--- config.mk ---
export PLATFORM = sky130hd
export DESIGN_NAME = exc_entry_seq
export DESIGN_NICKNAME = d
export VERILOG_FILES = /design/src/rtl/exc_seq_pkg.sv /design/src/rtl/exc_rst_sync.sv /design/src/rtl/exc_req_sync.sv /design/src/rtl/exc_pick.sv /design/src/rtl/exc_entry_seq.sv
export SDC_FILE = /design/constraint.sdc
export NUM_CORES = 1
export LEC_CHECK = 0
export BUFFER_PORTS_ARGS = -buffer_cell sky130_fd_sc_hd__buf_2
export CAP_MARGIN = 15
export CORE_ASPECT_RATIO = 0.5
export CORE_MARGIN = 3
export CORE_UTILIZATION = 54
export CTS_CLUSTER_SIZE = 28
export DETAILED_ROUTE_END_ITERATION = 12
export PLACE_DENSITY = 0.85
export SETUP_SLACK_MARGIN = 0.4
export SLEW_MARGIN = 20
export SYNTH_ARGS = -nofsm -noshare
export SYNTH_HDL_FRONTEND = slang
export SYNTH_SLANG_ARGS = --single-unit
--- constraint.sdc ---
create_clock -name clk -period 4.58 [get_ports clk]
set_input_delay 0.458 -clock clk [delete_from_list [all_inputs] [get_ports clk]]
set_output_delay 0.458 -clock clk [all_outputs]
set_load 0.1 [all_outputs]
--- src/rtl/exc_seq_pkg.sv ---
package exc_seq_pkg;

  localparam int PSR_W     = 32;
  localparam int PSR_T_BIT = 5;
  localparam int PSR_F_BIT = 6;
  localparam int PSR_I_BIT = 7;

  localparam logic [4:0] MODE_SVC = 5'b10011;
  localparam logic [4:0] MODE_FIQ = 5'b10001;
  localparam logic [4:0] MODE_IRQ = 5'b10010;

  typedef logic [PSR_W-1:0] psr_t;

  typedef enum logic [1:0] {
    ST_RESET = 2'd0,  // held by reset, fetch keeps stepping
    ST_WAKE  = 2'd1,  // first free cycle, next edge enters supervisor
    ST_RUN   = 2'd2,  // normal running, interrupts may be accepted
    ST_SAVE  = 2'd3   // banked registers written, next edge jumps
  } seq_state_t;

  // Status word seen by the handler: new mode, I set, T cleared, F optional.
  function automatic psr_t psr_enter(input psr_t base, input logic [4:0] mode,
                                     input logic mask_fast);
    psr_t r;
    r            = base;
    r[4:0]       = mode;
    r[PSR_I_BIT] = 1'b1;
    if (mask_fast) r[PSR_F_BIT] = 1'b1;
    r[PSR_T_BIT] = 1'b0;
    return r;
  endfunction

endpackage

--- src/rtl/exc_rst_sync.sv ---
module exc_rst_sync #(
  parameter int STAGES = 2
) (
  input  logic clk,
  input  logic rst_n,
  output logic rst_sync_n
);

  logic [STAGES-1:0] chain_q;
  logic [STAGES-1:0] chain_d;

  always_comb begin
    chain_d = {chain_q[STAGES-2:0], 1'b1};
  end

  always_ff @(posedge clk or negedge rst_n) begin
    if (!rst_n) chain_q <= '0;
    else        chain_q <= chain_d;
  end

  assign rst_sync_n = chain_q[STAGES-1];

endmodule

--- src/rtl/exc_req_sync.sv ---
module exc_req_sync #(
  parameter int LINES  = 2,
  parameter int STAGES = 2
) (
  input  logic             clk,
  input  logic             rst_n,
  input  logic [LINES-1:0] req_async,
  output logic [LINES-1:0] req_sync
);

  for (genvar g = 0; g < LINES; g++) begin : g_line
    logic [STAGES-1:0] ff_q;
    logic [STAGES-1:0] ff_d;

    always_comb begin
      ff_d = {ff_q[STAGES-2:0], req_async[g]};
    end

    always_ff @(posedge clk or negedge rst_n) begin
      if (!rst_n) ff_q <= '0;
      else        ff_q <= ff_d;
    end

    assign req_sync[g] = ff_q[STAGES-1];
  end

endmodule

--- src/rtl/exc_pick.sv ---
module exc_pick (
  input  logic fiq_pend,
  input  logic irq_pend,
  input  logic boundary,
  input  logic f_masked,
  input  logic i_masked,
  output logic take,
  output logic take_fast
);

  logic fiq_ok;
  logic irq_ok;

  always_comb begin
    fiq_ok    = fiq_pend & ~f_masked;
    irq_ok    = irq_pend & ~i_masked;
    take      = boundary & (fiq_ok | irq_ok);
    take_fast = fiq_ok;  // fast line wins any tie
  end

endmodule

--- src/rtl/exc_entry_seq.sv ---
module exc_entry_seq
  import exc_seq_pkg::*;
#(
  parameter int                ADDR_W      = 32,
  parameter int                SYNC_STAGES = 2,
  parameter int                RST_STAGES  = 2,
  parameter logic [ADDR_W-1:0] RESET_VEC   = '0,
  parameter logic [ADDR_W-1:0] IRQ_VEC     = ADDR_W'(32'h18),
  parameter logic [ADDR_W-1:0] FIQ_VEC     = ADDR_W'(32'h1C)
) (
  input  logic              clk,
  input  logic              rst_n,
  input  logic              fiq_req,
  input  logic              irq_req,
  input  logic              insn_boundary,
  input  logic [ADDR_W-1:0] cur_pc,
  input  logic [PSR_W-1:0]  cur_psr,
  output logic [ADDR_W-1:0] fetch_addr,
  output logic              redirect,
  output logic [PSR_W-1:0]  psr_out,
  output logic              psr_wr,
  output logic [4:0]        bank_mode,
  output logic              lr_wr,
  output logic [ADDR_W-1:0] lr_data,
  output logic              spsr_wr,
  output logic [PSR_W-1:0]  spsr_data
);

  localparam int                REQ_LINES = 2;
  localparam int                LINE_FIQ  = 0;
  localparam int                LINE_IRQ  = 1;
  localparam logic [ADDR_W-1:0] WORD_STEP = ADDR_W'(4);
  localparam psr_t              RESET_PSR = psr_enter('0, MODE_SVC, 1'b1);

  // reset release and request synchronisers
  logic                 rst_sync_n;
  logic [REQ_LINES-1:0] req_async;
  logic [REQ_LINES-1:0] req_sync;
  logic                 take;
  logic                 take_fast;

  exc_rst_sync #(.STAGES(RST_STAGES)) u_rst_sync (
    .clk        (clk),
    .rst_n      (rst_n),
    .rst_sync_n (rst_sync_n)
  );

  assign req_async[LINE_FIQ] = fiq_req;
  assign req_async[LINE_IRQ] = irq_req;

  exc_req_sync #(.LINES(REQ_LINES), .STAGES(SYNC_STAGES)) u_req_sync (
    .clk       (clk),
    .rst_n     (rst_sync_n),
    .req_async (req_async),
    .req_sync  (req_sync)
  );

  exc_pick u_pick (
    .fiq_pend  (req_sync[LINE_FIQ]),
    .irq_pend  (req_sync[LINE_IRQ]),
    .boundary  (insn_boundary),
    .f_masked  (cur_psr[PSR_F_BIT]),
    .i_masked  (cur_psr[PSR_I_BIT]),
    .take      (take),
    .take_fast (take_fast)
  );

  // state and output registers
  seq_state_t        state_q,   state_d;
  logic              kind_q,    kind_d;
  logic [ADDR_W-1:0] fetch_q,   fetch_d;
  psr_t              psr_q,     psr_d;
  logic              psr_wr_q,  psr_wr_d;
  logic              redir_q,   redir_d;
  logic              save_q,    save_d;
  logic [4:0]        bank_q,    bank_d;
  logic [ADDR_W-1:0] lr_q,      lr_d;
  psr_t              spsr_q,    spsr_d;

  always_comb begin
    state_d  = state_q;
    kind_d   = kind_q;
    fetch_d  = fetch_q;
    psr_d    = psr_q;
    psr_wr_d = 1'b0;
    redir_d  = 1'b0;
    save_d   = 1'b0;
    bank_d   = bank_q;
    lr_d     = lr_q;
    spsr_d   = spsr_q;
    unique case (state_q)
      ST_RESET: begin
        fetch_d = fetch_q + WORD_STEP;
        state_d = ST_WAKE;
      end
      ST_WAKE: begin
        state_d  = ST_RUN;
        kind_d   = 1'b0;
        fetch_d  = RESET_VEC;
        psr_d    = psr_enter(cur_psr, MODE_SVC, 1'b1);
        psr_wr_d = 1'b1;
        redir_d  = 1'b1;
        save_d   = 1'b1;
        bank_d   = MODE_SVC;
        lr_d     = cur_pc;
        spsr_d   = cur_psr;
      end
      ST_RUN: begin
        fetch_d = cur_pc;
        if (take) begin
          state_d = ST_SAVE;
          kind_d  = take_fast;
          save_d  = 1'b1;
          bank_d  = take_fast ? MODE_FIQ : MODE_IRQ;
          lr_d    = cur_pc;
          spsr_d  = cur_psr;
        end
      end
      ST_SAVE: begin
        state_d  = ST_RUN;
        fetch_d  = kind_q ? FIQ_VEC : IRQ_VEC;
        psr_d    = psr_enter(spsr_q, bank_q, kind_q);
        psr_wr_d = 1'b1;
        redir_d  = 1'b1;
      end
      default: state_d = ST_RESET;
    endcase
  end

  always_ff @(posedge clk or negedge rst_sync_n) begin
    if (!rst_sync_n) begin
      state_q  <= ST_RESET;
      kind_q   <= 1'b0;
      psr_q    <= RESET_PSR;
      psr_wr_q <= 1'b0;
      redir_q  <= 1'b0;
      save_q   <= 1'b0;
      bank_q   <= MODE_SVC;
      lr_q     <= '0;
      spsr_q   <= '0;
    end else begin
      state_q  <= state_d;
      psr_wr_q <= psr_wr_d;
      redir_q  <= redir_d;
      save_q   <= save_d;
      if (save_d) begin
        kind_q <= kind_d;
        bank_q <= bank_d;
        lr_q   <= lr_d;
        spsr_q <= spsr_d;
      end
      if (psr_wr_d) psr_q <= psr_d;
    end
  end

  // fetch counter keeps running through reset, so it carries no reset
  always_ff @(posedge clk) begin
    fetch_q <= fetch_d;
  end

  assign fetch_addr = fetch_q;
  assign redirect   = redir_q;
  assign psr_out    = psr_q;
  assign psr_wr     = psr_wr_q;
  assign bank_mode  = bank_q;
  assign lr_wr      = save_q;
  assign lr_data    = lr_q;
  assign spsr_wr    = save_q;
  assign spsr_data  = spsr_q;

endmodule

* After elaboration in Yosys (flattened, before gate mapping) *
Cells that the tools add are included.

storage, ports and cells
  register bits = 144
  input bits = 69
  output and inout bits = 137
  logic and storage cells = 47

operators by class
  add/sub/neg operators = 1
  eq/ne operators = 4
  mux-type cells = 18
  bitwise operators = 6
  reductions and logical operators = 6

operators by type and width
  cell                                                                    count
  32-bit one-hot mux with 2 select lines                                  3
  32-bit one-hot mux with 4 select lines                                  1
  32-bit 2-to-1 mux                                                       2
  32-bit by 3-bit adder with 32-bit output (second input constant)        1
  5-bit one-hot mux with 2 select lines                                   1
  2-bit one-hot mux with 3 select lines                                   1
  5-bit 2-to-1 mux                                                        1
  2-bit equality test (second input constant)                             2
  1-bit 2-to-1 mux                                                        4
  2-bit 2-to-1 mux                                                        2
  1-bit one-hot mux with 2 select lines                                   2
  2-bit nonzero test                                                      2
  1-bit bitwise AND                                                       3
  3-bit 2-to-1 mux                                                        1
  3-bit AND reduction                                                     1
  2-bit by 1-bit equality test with 1-bit output (second input constant)  1
  2-bit zero test                                                         1
  2-bit != test (second input constant)                                   1
  1-bit NOT                                                               2
  2-bit AND reduction                                                     1
  2-bit OR reduction                                                      1
  1-bit OR                                                                1

* Depth between registers and ports, before layout *
Gate-level depths: netlist of run 1.

  depth in word-level cells = 7
  depth in mapped cells = 8
  depth with buffers taken out = 6

* Hierarchy *
A second synthesis of run 1 with hierarchy kept.

second synthesis, totals
  cells, all modules = 518
  area, all modules = 5901.9 sq um

by module, submodules not included
  module         instances  cells each  area each (sq um)  seq. area each (sq um)
  exc_entry_seq  1          506         5705.5             3119.2
  exc_req_sync   1          6           115.1              100.1
  exc_rst_sync   1          3           53.8               50.0
  exc_pick       1          3           27.5               0.0

* Least setup slack after synthesis of run 1 *
No wires, ideal clock.

  kind = register to register
  start point = register fetch_q[2] (netlist: fetch_addr[2])
  end point = register fetch_q[30] (netlist: fetch_addr[30])
  setup time = 67 ps
  arrival = 2403 ps
  data required time = 4513 ps
  path slack = 2110 ps
  cell stages (with the launch flop) = 6
  buffers on the path = 0
  clock period less this slack = 2470 ps
  cells stage by stage = dfxtp_1 -> ha_1 -> nand3_2 -> or2_2 -> or4_1 -> nand3_1

on the way
  cells in the longest elaborated chain, start to end = 2

ends and longest elaborated chain
  item                                      line                  text
  from (decl)                               exc_entry_seq.sv:71   logic [ADDR_W-1:0] fetch_q, fetch_d;
  from (signal assigned)                    exc_entry_seq.sv:158  fetch_q <= fetch_d;
  32-bit by 3-bit adder with 32-bit output  exc_entry_seq.sv:93   fetch_d = fetch_q + WORD_STEP;
  32-bit one-hot mux with 4 select lines    exc_entry_seq.sv:91   unique case (state_q)
  via fetch_d[30]                           exc_entry_seq.sv:71

The timed path passes the listed nets, and every way through them passes these cells.
A chain may end at the register's enable or synchronous reset.

* Worst setup path in the final report of run 1 *
  start point = register state_q[1]
  end point = register lr_q[28] (netlist: lr_data[28])

on the way
  cells in the longest elaborated chain, start to end = 3
  elaborated cells on any way between the ends = 7
  classes of those cells = eq/ne (3); mux (2); reduce/logical (2)

ends and longest elaborated chain
  item                                                                                          line                  text
  from (decl)                                                                                   exc_entry_seq.sv:69   seq_state_t state_q, state_d;
  from (signal assigned)                                                                        exc_entry_seq.sv:142  state_q <= state_d;
  2-bit equality test / 2-bit by 1-bit equality test with 1-bit output (equally long branches)  exc_entry_seq.sv:91
  1-bit one-hot mux with 2 select lines (tied with other cells)                                 exc_entry_seq.sv:91
  3-bit AND reduction (no line)                                                                 n/a
  to (signal assigned)                                                                          exc_entry_seq.sv:149  lr_q <= lr_d;
  to (decl)                                                                                     exc_entry_seq.sv:77   logic [ADDR_W-1:0] lr_q, lr_d;

Several ways; a longest one is shown, not always the timed one.

==> impl_metrics.json, run 1 <==
{
  "seq_area_frac_synth_pct": 53.9,
  "finalSetupTns_ns": 0,
  "fin_crit_sh_pct": 59.2,
  "port_buffers": 197,
  "final_max_slew_viol_count": 0,
  "nNetsFinal": 784,
  "cpPeakStageDelay_ns": 1.00,
  "rsz0062_at_grt": "false",
  "cts.path.max_buffers": 2,
  "antenna_cells": 0,
  "syn-cell-area_mm2": 0.00606,
  "ctsResizeCount": 0,
  "yosysTopAreaCell": "dfrtp_1",
  "cts_inserted_buffers": 17,
  "grt_max_degree": 70,
  "drtIter0Drc": 235,
  "yosysUniqueCellTypes": 52,
  "cts_num_sinks": 136,
  "wire_per_inst_um": 17.6,
  "clkSlewWorstSetupHoldPaths_ns": 0.05,
  "start_util_pct": 57.4,
  "wl_um": 15200,
  "use_met2_pct": 42.7,
  "max_freq_ghz": 0.369,
  "drtPass1Iterations": 4,
  "h-tree-depth": 4,
  "critPathKind": "flip-flop to flip-flop",
  "use_met1_pct": 30.1,
  "crit_start": "state_q[1]",
  "clk_latency_ns": 0.41,
  "path_cells": "inv_1 -> ha_2 -> buf_4 -> mux2_4 -> mux2_2",
  "synth_seq_cells": 136,
  "dpl.hpwl_um": 10300,
  "tightest_slew_ns": 1.09,
  "postCtsHoldBufs": 1,
  "grt_use_total_pct": 24.5,
  "antenna_left": 0,
  "syn_to_final_growth_pct": 27.2,
  "reg2reg_from": "state_q[1]",
  "ys_warn_count": 0,
  "outcome": "finished clean",
  "grt_pass1_wl_um": 24400,
  "via_per_inst": 5.55,
  "ys_top_cells_by_count": "dfrtp_1, nand2_1, o21ai_0",
  "grt_pass1_vias": 4827,
  "async_flop_share_pct": 76.5,
  "place.gp.congestion": 0.782,
  "critPathLaunchType": "flip-flop",
  "clock_skew_ns": 0.0102,
  "synthTopCellsByArea": "dfrtp_1, dfxtp_1, mux2_4",
  "die_area_mm2": 0.0126,
  "antenna_found_initial": 0,
  "io_pins": 206,
  "die_x_um": 156,
  "yosysMostFrequentCell": "dfrtp_1",
  "drive_above_1_share_pct": 43.2,
  "yosysTopAreaCellShare_pct": 40.9,
  "required_ns": 4.86,
  "drc": 0,
  "crit_fanout": 67,
  "core_mm2": 0.0106,
  "gr-max-usage-layer": "met2",
  "num_vias": 4785,
  "grt.overflow.total": 0,
  "cts_tree": "built",
  "finalSetupViolCount": 0,
  "critPathArrivalTime_ns": 2.99,
  "hp-start": "fiq_req",
  "hold_class": "primary input to flip-flop",
  "die_h_um": 80.9,
  "cp-end-kind": "flip-flop",
  "maxSlewHeadroom_pct": 27.4,
  "postCtsSetupBuffers": 0,
  "cap_violations": 0,
  "fillers": 763,
  "hold_viol": 0,
  "globalRouteMet3Util_pct": 6.23,
  "postSynthAreaPerCell_um2": 11.6,
  "synth_cells": 521,
  "root_buffer": "clkbuf_16",
  "synth_edf_count": 2,
  "min_period_ns": 2.71,
  "worst_path_max_delay_cell": "mux2_4",
  "rows": 26,
  "synthFlopType": "dfrtp_1"
}
## kinds of logic (layout without fill, tap and decap cells)
| logic type | Yosys count | after routing | share of synthesized area [%] |
|---|---|---|---|
| AO/OA/AOI/OAI | 83 | 83 | 8.60 |
| XOR/XNOR | 11 | 11 | 1.59 |
| adder cells (fa/ha/maj) | 6 | 6 | 1.24 |
| buffers and inverters | 48 | 242 | 4.27 |
| flip-flops | 136 | 136 | 53.9 |
| multiplexers | 90 | 90 | 17.9 |
| other | 2 | 9 | 0.124 |
| AND/OR/NAND/NOR | 145 | 145 | 12.3 |
## critical path: cells and delay by family (launching register included)
family | cells | cell delay [ns]
adder cells (fa/ha/maj) | 1 | 0.19
buffers and inverters | 2 | 0.55
flip-flops | 1 | 0.40
multiplexers | 2 | 1.43
## state kept, by name, indices dropped and copies added, names as in the netlist
register and flops:
fetch_addr 32, lr_data 32, spsr_data 32, psr_out 27, u_req_sync.g_line.ff_q 4, bank_mode 2, state_q 2, u_rst_sync.chain_q 2
kind_q 1, lr_wr 1, redirect 1
## cells in the final DEF (no fill, tap or decap), drive strengths merged, types with 3 or more instances in the layout
master,n
dfstp,5
a32oi,3
ha,6
xnor2,7
clkinvlp,4
o211ai,9
buf,201
dfxtp,30
a31oi,4
nor3,7
clkbuf,19
a21oi,9
mux2i,25
nand3,28
a311o,3
nand4,8
xor2,4
o21ai,39
inv,8
nand2,56
nor2,10
and2,3
dfrtp,99
nor2b,6
conb,9
nor4,6
bufinv,5
and4,4
clkinv,4
and3,7
mux2,65
## final cells by class
type / instances / area [um^2] / share of cell area [%]
clock inverter: 13 / 204 / 2.64
tap: 140 / 175 / 2.27
sequential: 136 / 3270 / 42.4
clock buffer: 19 / 433 / 5.61
inverter: 8 / 30.0 / 0.389
multi-input combinational: 344 / 2570 / 33.3
timing repair buffer: 202 / 1030 / 13.3
## per-layer routing
metal	part of all wire, %	wire (um)
met2	51	7810
met3	5.7	869
met4	1.4	215
met5	0	0
met1	41	6290
## metrics by stage
stage,worst slack (ns),cells,utilization (%),hold slack [ns],area (um^2)
2_1_floorplan,1.48,528,-,0.162,6090
3_5_place_dp,1.90,829,66.8,0.244,7060
3_3_place_gp,1.97,829,66.8,0.243,7060
5_1_grt,1.75,862,72.9,0.151,7710
4_1_cts,1.88,862,72.9,0.154,7710
6_report,1.87,862,72.9,0.166,7710
## final timing paths
path                                                     end  slack (ns)  cells past startpoint
worst max-delay path                             lr_data[28]        1.87                      5
worst min-delay path            u_req_sync.g_line[0].ff_q[0]        0.17                      1
worst max register to register                   lr_data[28]        1.87                      5
worst min register to register  u_req_sync.g_line[1].ff_q[1]        0.34                      0
max in group asynchronous                       bank_mode[0]        3.10                      1
min in group asynchronous              u_rst_sync.chain_q[1]        0.36                      2
Power of run 1 is not shown: default switching activity piles up to over one toggle a cycle in this logic, so the estimate is an artifact.
==> run 2: changes to the inputs <==
--- a/config.mk
+++ b/config.mk
@@ -5,14 +5,15 @@
 export SDC_FILE = /design/constraint.sdc
 export NUM_CORES = 1
 export LEC_CHECK = 0
+export ABC_AREA = 1
 export BUFFER_PORTS_ARGS = -buffer_cell sky130_fd_sc_hd__buf_2
 export CAP_MARGIN = 15
 export CORE_ASPECT_RATIO = 0.5
 export CORE_MARGIN = 3
-export CORE_UTILIZATION = 54
+export CORE_UTILIZATION = 50
 export CTS_CLUSTER_SIZE = 28
 export DETAILED_ROUTE_END_ITERATION = 12
-export PLACE_DENSITY = 0.85
+export PLACE_DENSITY = 0.8
 export SETUP_SLACK_MARGIN = 0.4
 export SLEW_MARGIN = 20
 export SYNTH_ARGS = -nofsm -noshare
==> constraint.sdc (replaced) <==
create_clock -name clk -period 2.5 [get_ports clk]
set_input_delay 0.25 -clock clk [delete_from_list [all_inputs] [get_ports clk]]
set_output_delay 0.25 -clock clk [all_outputs]
set_load 0.1 [all_outputs]
==> run 2 against run 1 <==
Effect of this change: core utilization shrank 5.2 points; synthesized cell count increased by 40%; critical path depth increased by 1; clock skew is 0.0024 ns higher; count of clock-buffer cells in the layout up 1; global-route usage decreased by 0.55 points; via count grew 15%; flip-flop and latch count unchanged; first-iteration DRC count up 77%; synthesized area fell by 0.54%; largest cell class unchanged; cell count rose by 27%.
==> impl_metrics.json, run 2 <==
{
  "outcome": "finished clean",
  "yosysMostFrequentCell": "nand2_1",
  "critPathKind": "flip-flop to flip-flop",
  "grt_pass1_wl_um": 26400,
  "rsz0062_at_grt": "false",
  "io_pins": 206,
  "synth_seq_cells": 136,
  "fin_crit_sh_pct": 79.0,
  "clk_latency_ns": 0.41,
  "h-tree-depth": 4,
  "nNetsFinal": 998,
  "r2r_end": "psr_out[17]",
  "drc": 0,
  "pre_cts_ws_ns": 0.508,
  "min_period_ns": 1.98,
  "core_mm2": 0.0114,
  "grt_use_total_pct": 23.9,
  "cp-endpoint": "psr_out[17]",
  "num_vias": 5509,
  "synthFlopType": "dfrtp_1",
  "cap_violations": 0,
  "cts_inserted_buffers": 17,
  "crit_fanout": 20,
  "layout_common_cells": "nand2_1, buf_2, dfrtp_1, inv_1, nor2_1",
  "ys_top_cells_by_count": "nand2_1, dfrtp_1, inv_1",
  "syn-cell-area_mm2": 0.00603,
  "cts.path.max_buffers": 2,
  "synthTopCellsByArea": "dfrtp_1, nand2_1, dfxtp_1",
  "synth_edf_count": 2,
  "via_per_inst": 5.03,
  "worst_r2r_path_depth": 6,
  "yosysTopAreaCell": "dfrtp_1",
  "finalWorstSetupSlack_ns": 0.524,
  "die_area_mm2": 0.0135,
  "grt.overflow.total": 0,
  "required_ns": 2.81,
  "grt_max_degree": 51,
  "yosysTopAreaCellShare_pct": 41.1,
  "wl_um": 16000,
  "cts_num_sinks": 136,
  "yosysUniqueCellTypes": 34,
  "reg2reg_from": "state_q[1]",
  "postCtsSetupBuffers": 0,
  "reg2reg_setup_slack_ns": 0.52,
  "grt_pass1_vias": 5347,
  "dpl.hpwl_um": 11200,
  "clkSlewWorstSetupHoldPaths_ns": 0.06,
  "finalSetupTns_ns": 0,
  "drtIter0Drc": 417,
  "synth_cells": 728,
  "drtPass1Iterations": 5,
  "cp-end-kind": "flip-flop",
  "fillers": 956,
  "final_common_cell": "nand2_1",
  "antenna_left": 0,
  "wire_per_inst_um": 14.6,
  "antenna_cells": 0,
  "place.gp.congestion": 0.919,
  "tightest_slew_ns": 0.678,
  "max_freq_ghz": 0.506,
  "start_util_pct": 53.0,
  "rows": 27,
  "port_buffers": 197,
  "root_buffer": "clkbuf_16",
  "critPathArrivalTime_ns": 2.29,
  "post-route-util_pct": 67.8,
  "antenna_found_initial": 0,
  "drive_above_1_share_pct": 29.2,
  "hold_class": "primary input to flip-flop",
  "die_x_um": 161,
  "ys_warn_count": 0,
  "async_flop_share_pct": 76.5,
  "final_max_slew_viol_count": 0,
  "hold_viol": 0,
  "seq_area_frac_synth_pct": 54.2,
  "finalSetupViolCount": 0,
  "syn_to_final_growth_pct": 27.9,
  "critPathLaunchType": "flip-flop",
  "postSynthAreaPerCell_um2": 8.29,
  "maxSlewHeadroom_pct": 54.8,
  "crit_start": "state_q[1]",
  "clock_skew_ns": 0.0125,
  "cts_tree": "built",
  "die_h_um": 83.7
}
==> run 2: cell types whose count changed after synthesis, sizes merged, moves of 9 or more <==
| cell | delta |
|---|---|
| nand2 | +233 |
| mux2 | -65 |
| inv | +51 |
| nor2 | +44 |
| mux2i | -25 |
| o22ai | +24 |
| a31oi | +20 |
| buf | +9 |
==> run 2: layout make-up <==
cell class,count,area [um^2],share of cell area (%)
inverters,60,225,2.92
clock buffers,20,447,5.79
clock inverters,12,129,1.67
flip-flops and latches,136,3280,42.5
repair buffers,210,1140,14.8
well taps,159,199,2.58
multi-input cells,498,2290,29.7
==> run 2: repair_timing <==
item,CTS,global route
endpoints found under the hold margin,4,0
hold buffers,3,0
setup endpoints to repair,0,32
resized for setup,0,2
==> run 2: per-stage QoR <==
| step | instances | area [um^2] | hold slack (ns) |
|---|---|---|---|
| finish | 1095 | 7710 | 0.0422 |
| global placement | 1059 | 7090 | 0.0367 |
| global route | 1095 | 7710 | 0.0343 |
| CTS | 1094 | 7700 | 0.0263 |
| floorplan | 735 | 6060 | -0.0456 |
| detailed placement | 1059 | 7090 | 0.0410 |
==> run 2: logic make-up (layout without fill, tap and decap cells) <==
| logic type | count (synthesis) | count (layout) | synth area share (%) |
|---|---|---|---|
| simple gates | 379 | 379 | 25.1 |
| xor+xnor | 3 | 3 | 0.436 |
| flops | 136 | 136 | 54.2 |
| buf+inv | 102 | 302 | 8.55 |
| compound gates | 100 | 101 | 10.3 |
| fa+ha+maj | 6 | 6 | 1.24 |
| other cells | 2 | 9 | 0.125 |
==> run 2: worst max-delay path, cell delays in order, from the launching register on <==
cell     delay (ns)
dfrtp_1        0.40
inv_1          0.12
ha_1           0.42
or2_1          0.47
buf_12         0.22
o22ai_1        0.07
a31oi_1        0.18
==> run 2: layer usage <==
layer | track usage (%) | up-vias | part of all wire (%) | wire length (um)
met5 | 0 | - | 0 | 0
met4 | 7.88 | 0 | 1.7 | 280
met3 | 5.10 | 25 | 6.7 | 1070
met2 | 39.3 | 213 | 48 | 7710
met1 | 31.8 | 2585 | 44 | 6980
li1 | - | 2686 | - | -
==> run 2: worst min-delay path by stage <==
stage               start                     to  slack (ns)  depth (start not counted)
3_5_place_dp        rst_n  u_rst_sync.chain_q[0]        0.04                          1
4_1_cts        cur_psr[4]           spsr_data[4]        0.03                          3
6_report       cur_psr[4]           spsr_data[4]        0.04                          3
5_1_grt        cur_psr[2]           spsr_data[2]        0.03                          3
3_3_place_gp        rst_n  u_rst_sync.chain_q[0]        0.04                          1
2_1_floorplan       rst_n  u_rst_sync.chain_q[0]       -0.05                          0
Power of run 2 is left out for the same reason.
